==> src/rtl/line_range_pkg.sv <==
package line_range_pkg;

  typedef enum logic {
    RANGE_LOW  = 1'b0,
    RANGE_HIGH = 1'b1
  } rangeState_t;

  typedef struct packed {
    logic clearDwell;
    logic stepDwell;
  } dwellCtrl_t;

endpackage

==> src/rtl/lrd_dwell_dp.sv <==
module lrd_dwell_dp
  import line_range_pkg::*;
#(
  parameter int BLANK_CYCLES = 1250000
) (
  input  logic       clk,
  input  logic       rstN,
  input  dwellCtrl_t ctrl,
  output logic       dwellDone
);
  localparam int CNT_W = $clog2(BLANK_CYCLES + 1);
  localparam logic [CNT_W-1:0] LIMIT = CNT_W'(BLANK_CYCLES);

  logic [CNT_W-1:0] dwellCnt;

  always_ff @(posedge clk) begin
    if (!rstN) begin
      dwellCnt <= '0;
    end else if (ctrl.clearDwell) begin
      dwellCnt <= '0;
    end else if (ctrl.stepDwell && dwellCnt != LIMIT) begin
      dwellCnt <= dwellCnt + 1'b1;
    end
  end

  assign dwellDone = (dwellCnt == LIMIT);

  // Count never runs past the blanking limit
  assert_no_overflow_R3: assert property (@(posedge clk) disable iff (!rstN)
    dwellCnt <= LIMIT);

  // A clear strobe empties the dwell on the next cycle
  assert_clear_restarts_R4: assert property (@(posedge clk) disable iff (!rstN)
    ctrl.clearDwell |=> (dwellCnt == '0));

endmodule

==> src/rtl/lrd_range_ctrl.sv <==
module lrd_range_ctrl
  import line_range_pkg::*;
(
  input  logic        clk,
  input  logic        rstN,
  input  logic        belowLow,
  input  logic        aboveHigh,
  input  logic        dwellDone,
  output dwellCtrl_t  ctrl,
  output rangeState_t range
);
  rangeState_t rangeNext;

  always_comb begin
    rangeNext       = range;
    ctrl.clearDwell = 1'b1;
    ctrl.stepDwell  = 1'b0;
    if (aboveHigh) begin
      rangeNext = RANGE_HIGH;
    end else if (range == RANGE_HIGH && belowLow) begin
      if (dwellDone) begin
        rangeNext = RANGE_LOW;
      end else begin
        ctrl.clearDwell = 1'b0;
        ctrl.stepDwell  = 1'b1;
      end
    end
  end

  always_ff @(posedge clk) begin
    if (!rstN) range <= RANGE_LOW;
    else       range <= rangeNext;
  end

  // Upper threshold crossing is honoured on the very next cycle
  assert_fast_high_R2: assert property (@(posedge clk) disable iff (!rstN)
    aboveHigh |=> (range == RANGE_HIGH));

  // Falling to low-line requires a completed dwell with the low flag set
  assert_low_needs_dwell_R3: assert property (@(posedge clk) disable iff (!rstN)
    (range == RANGE_HIGH && !(belowLow && !aboveHigh && dwellDone)) |=> (range == RANGE_HIGH));

  // Low-line is left only through the upper flag
  assert_low_sticky_R8: assert property (@(posedge clk) disable iff (!rstN)
    (range == RANGE_LOW && !aboveHigh) |=> (range == RANGE_LOW));

endmodule

==> src/rtl/line_range_detect.sv <==
module line_range_detect
  import line_range_pkg::*;
#(
  parameter int BLANK_CYCLES = 1250000,
  parameter int VALLEY_W     = 2
) (
  input  logic                clk,
  input  logic                rstN,
  input  logic                belowLowSync,
  input  logic                aboveHighSync,
  output logic                highLine,
  output logic [VALLEY_W-1:0] valleyOrdinal
);
  localparam logic [VALLEY_W-1:0] VALLEY_LOW_LINE  = VALLEY_W'(1);
  localparam logic [VALLEY_W-1:0] VALLEY_HIGH_LINE = VALLEY_W'(2);

  dwellCtrl_t  dwellCtrl;
  logic        dwellDone;
  rangeState_t range;

  lrd_range_ctrl u_ctrl (
    .clk       (clk),
    .rstN      (rstN),
    .belowLow  (belowLowSync),
    .aboveHigh (aboveHighSync),
    .dwellDone (dwellDone),
    .ctrl      (dwellCtrl),
    .range     (range)
  );

  lrd_dwell_dp #(.BLANK_CYCLES(BLANK_CYCLES)) u_dp (
    .clk       (clk),
    .rstN      (rstN),
    .ctrl      (dwellCtrl),
    .dwellDone (dwellDone)
  );

  assign highLine      = (range == RANGE_HIGH);
  assign valleyOrdinal = highLine ? VALLEY_HIGH_LINE : VALLEY_LOW_LINE;

endmodule

==> config.mk <==
export PLATFORM = sky130hd
export DESIGN_NAME = line_range_detect
export DESIGN_NICKNAME = d
export VERILOG_FILES = /design/src/rtl/line_range_pkg.sv /design/src/rtl/lrd_dwell_dp.sv /design/src/rtl/lrd_range_ctrl.sv /design/src/rtl/line_range_detect.sv
export SDC_FILE = /design/constraint.sdc
export NUM_CORES = 1
export LEC_CHECK = 0
export BUFFER_PORTS_ARGS = -buffer_cell sky130_fd_sc_hd__buf_4
export CAP_MARGIN = 0
export CORE_AREA = 2 2 52 54
export CTS_BUF_LIST = sky130_fd_sc_hd__clkbuf_8
export CTS_CLUSTER_SIZE = 8
export DETAILED_ROUTE_END_ITERATION = 8
export DIE_AREA = 0 0 54 56
export GPL_ROUTABILITY_DRIVEN = 1
export HOLD_SLACK_MARGIN = 0.03
export PLACE_DENSITY = 0.6
export SYNTH_ARGS = -nofsm -noshare
export SYNTH_HDL_FRONTEND = slang
export SYNTH_SLANG_ARGS = --single-unit
==> constraint.sdc <==
create_clock -name clk -period 3.2 [get_ports clk]
set_input_delay 0.8 -clock clk [delete_from_list [all_inputs] [get_ports clk]]
set_output_delay 0.8 -clock clk [all_outputs]
set_load 0.005 [all_outputs]
==> impl_metrics.tcl <==
set metrics [dict create \
    seqPwrFrac_pct 60.9 \
    hp-start "u_dp.dwellCnt[0]" \
    hpwl_microns 1560 \
    nNetsFinal 136 \
    synth_edf_count 0 \
    grt_pass1_vias 817 \
    setup_viol 0 \
    path_cells "inv_1 > ha_1 > nor4bb_1 > nand4_1 > o21ai_1 > buf_4 > nor2_1" \
    synth_area_sq_um 1050 \
    synth_area_leaders "dfxtp_1, xor2_1, nor2_1" \
    cp_top_family "compound AO/OA/AOI/OAI gates" \
    cts-htree-levels 1 \
    synth_fa_ha_area_share_pct 2.39 \
    timing.fmax_mhz 509 \
    synth_top_family_by_area "simple AND/OR/NAND/NOR gates" \
    synth_xor_area_share_pct 10.0 \
    hold_viol 0 \
    period_share_pct 61.3 \
    die-area_sq_um 3020 \
    cp-start-kind "register" \
    startpoint "u_dp.dwellCnt[0]" \
    dieHeight_microns 56 \
    crit_path_max_incr_delay_ns 0.54 \
    ys_ff_latch 22 \
    crit_required_ns 3.35 \
    critPathCaptureType "register" \
    vdd_drop_max_v 0.000269 \
    slew_viol_final 0 \
    num_rows 18 \
    vias 875 \
    numCtsBuffers 3 \
    grt_max_degree 14 \
    ctsResizeCount 0 \
    diodes 0 \
    pin_count 7 \
    worst_slew_pin_slew_ns 0.639 \
    post_cts_buffers 0 \
    cts.sink_count 22 \
    place.gp.congestion 0.751 \
    yosysTopAreaCell "dfxtp_1" \
    antenna_left 0 \
    dieWidth_microns 54 \
    insertion_delay_ns 0.26 \
    crit_fanout 13 \
    drtPass1Iterations 4 \
    total_power_mw 0.453 \
    syn-num-nets 129 \
    synth.distinct_cells 27 \
    path_class "reg -> reg" \
    final_cell_mix "dfxtp_1, nor2_1, nand2_1" \
    synthSimpleGateAreaFrac_pct 31.8 \
    syn_area_per_cell_sq_um 8.50 \
    clock_skew_ns 0.00368 \
    grt_first_pass_wirelength_microns 3570 \
    drc 0 \
    rsz0062_at_grt "false" \
    core_area_sq_um 2430 \
    worstReg2RegStart "u_dp.dwellCnt[0]" \
    clk_pin_slew_ns 0.07 \
    comb_power_share_pct 2.9 \
    grt_overflow 0 \
    start_util_pct 43.0 \
    setup_tns_ns 0 \
    period_minus_slack_ns 1.96 \
    synth_compound_area_share_pct 9.21 \
    postCtsHoldBufs 0 \
    vias_per_cell 5.54 \
    synth-main-ff-cell "dfxtp_1" \
    async_reset_ff_share_pct 0 \
    cap_violations 0 \
    clockBufferDepth 2 \
    muxShareOfSynthArea_pct 0 \
    cts_tree "yes" \
    power.density_nw_per_um2 394 \
    yosys_warnings 0 \
    io_buffers 6 \
    mostFrequentLayoutCell "dfxtp_1" \
    synth_top_area_share_pct 42.1 \
    antenna_found_initial 0 \
    relSlewSlack_pct 57.1 \
    critPathBufInv 2 \
    p_switching_mw 0.0869 \
    synth_seq_area_share_pct 42.1 \
    switching_share_pct 19.2 \
    wl_per_cell_microns 13.3 \
    p_int_mw 0.366 \
    cts_root_buffer "clkbuf_8" \
    wl_microns 2100 \
    status "completed" \
    grt_util_all_layers_pct 15.7 \
    area_growth_pct 9.93 \
    first_iter_violations 17 \
    slowest_stage "o21ai_1" \
    hp-class "reg -> reg" \
    leakage_nw 0.367 \
    critPathArrivalTime_ns 2.11 \
    synth_cells 123 \
    drive_above_1_share_pct 8.59 \
    clockPowerShare_pct 36.2 \
]
==> metrics by stage <==
stage / cell area [sq um] / cells / util, % / worst slack, ns / hold WS, ns
after floorplan: 1050 / 123 / - / 1.60 / 0.437
after global placement: 1110 / 155 / 45.6 / 1.29 / 0.454
after detailed placement: 1110 / 155 / 45.6 / 1.19 / 0.490
after CTS: 1150 / 158 / 47.3 / 1.20 / 0.506
after global routing: 1150 / 158 / 47.3 / 1.03 / 0.522
final: 1150 / 158 / 47.3 / 1.24 / 0.493
==> state kept, by name, summed over array words and instances, names as in the netlist <==
| register | count |
|---|---|
| u_dp.dwellCnt | 21 |
| u_ctrl.range | 1 |
==> synth_stat cells (all sizes together) (2+ instances only) <==
| master | count |
|---|---|
| dfxtp | 22 |
| nor2 | 14 |
| nand2 | 12 |
| nand4 | 8 |
| xor2 | 8 |
| a21oi | 7 |
| o21ai | 6 |
| inv | 5 |
| or3 | 5 |
| and3 | 4 |
| nand3 | 4 |
| xnor2 | 4 |
| and4 | 3 |
| buf | 3 |
| nor4 | 3 |
| clkbuf | 2 |
| ha | 2 |
| nor3 | 2 |
| o31ai | 2 |
| or4 | 2 |
==> layout make-up <==
type,count,area (sq um)
Clock buffer,3,41.3
Fill cell,258,1280
Timing Repair Buffer,7,52.6
Multi-Input combinational cell,91,559
Sequential cell,22,440
Tap cell,30,37.5
Inverter,5,18.8
==> power groups by stage <==
stage / clock network [mW] / registers, mW / logic [mW]
after floorplan: 0 / 0.282 / 0.00601
after global routing: 0.182 / 0.276 / 0.0146
final: 0.164 / 0.276 / 0.0131
after global placement: 0 / 0.282 / 0.0129
after detailed placement: 0 / 0.282 / 0.0132
after CTS: 0.170 / 0.276 / 0.0132
==> logic make-up (layout without fill, tap and decap cells) <==
kind of cell    count (synthesis)  count (layout)
xor+xnor                       12              12
compound gates                 17              17
flops                          22              22
buf+inv                        10              15
simple gates                   60              60
fa+ha+maj                       2               2
==> worst paths after layout <==
| path | to | slack [ns] | depth (start not counted) |
|---|---|---|---|
| worst max-delay path | u_dp.dwellCnt[10] | 1.24 | 7 |
| worst min-delay path | u_dp.dwellCnt[0] | 0.49 | 1 |
| worst max register to register | u_dp.dwellCnt[10] | 1.24 | 7 |
| worst min register to register | u_dp.dwellCnt[0] | 0.49 | 1 |
==> layer usage <==
| metal | vias up | wire (microns) | track usage, % |
|---|---|---|---|
| met5 | - | 0 | 0 |
| met4 | 0 | 19 | 3.57 |
| met3 | 4 | 53 | 4.84 |
| met2 | 7 | 1040 | 25.1 |
| met1 | 417 | 986 | 20.4 |
| li1 | 447 | - | - |
Note: power is estimated with default switching activity, not from simulation.
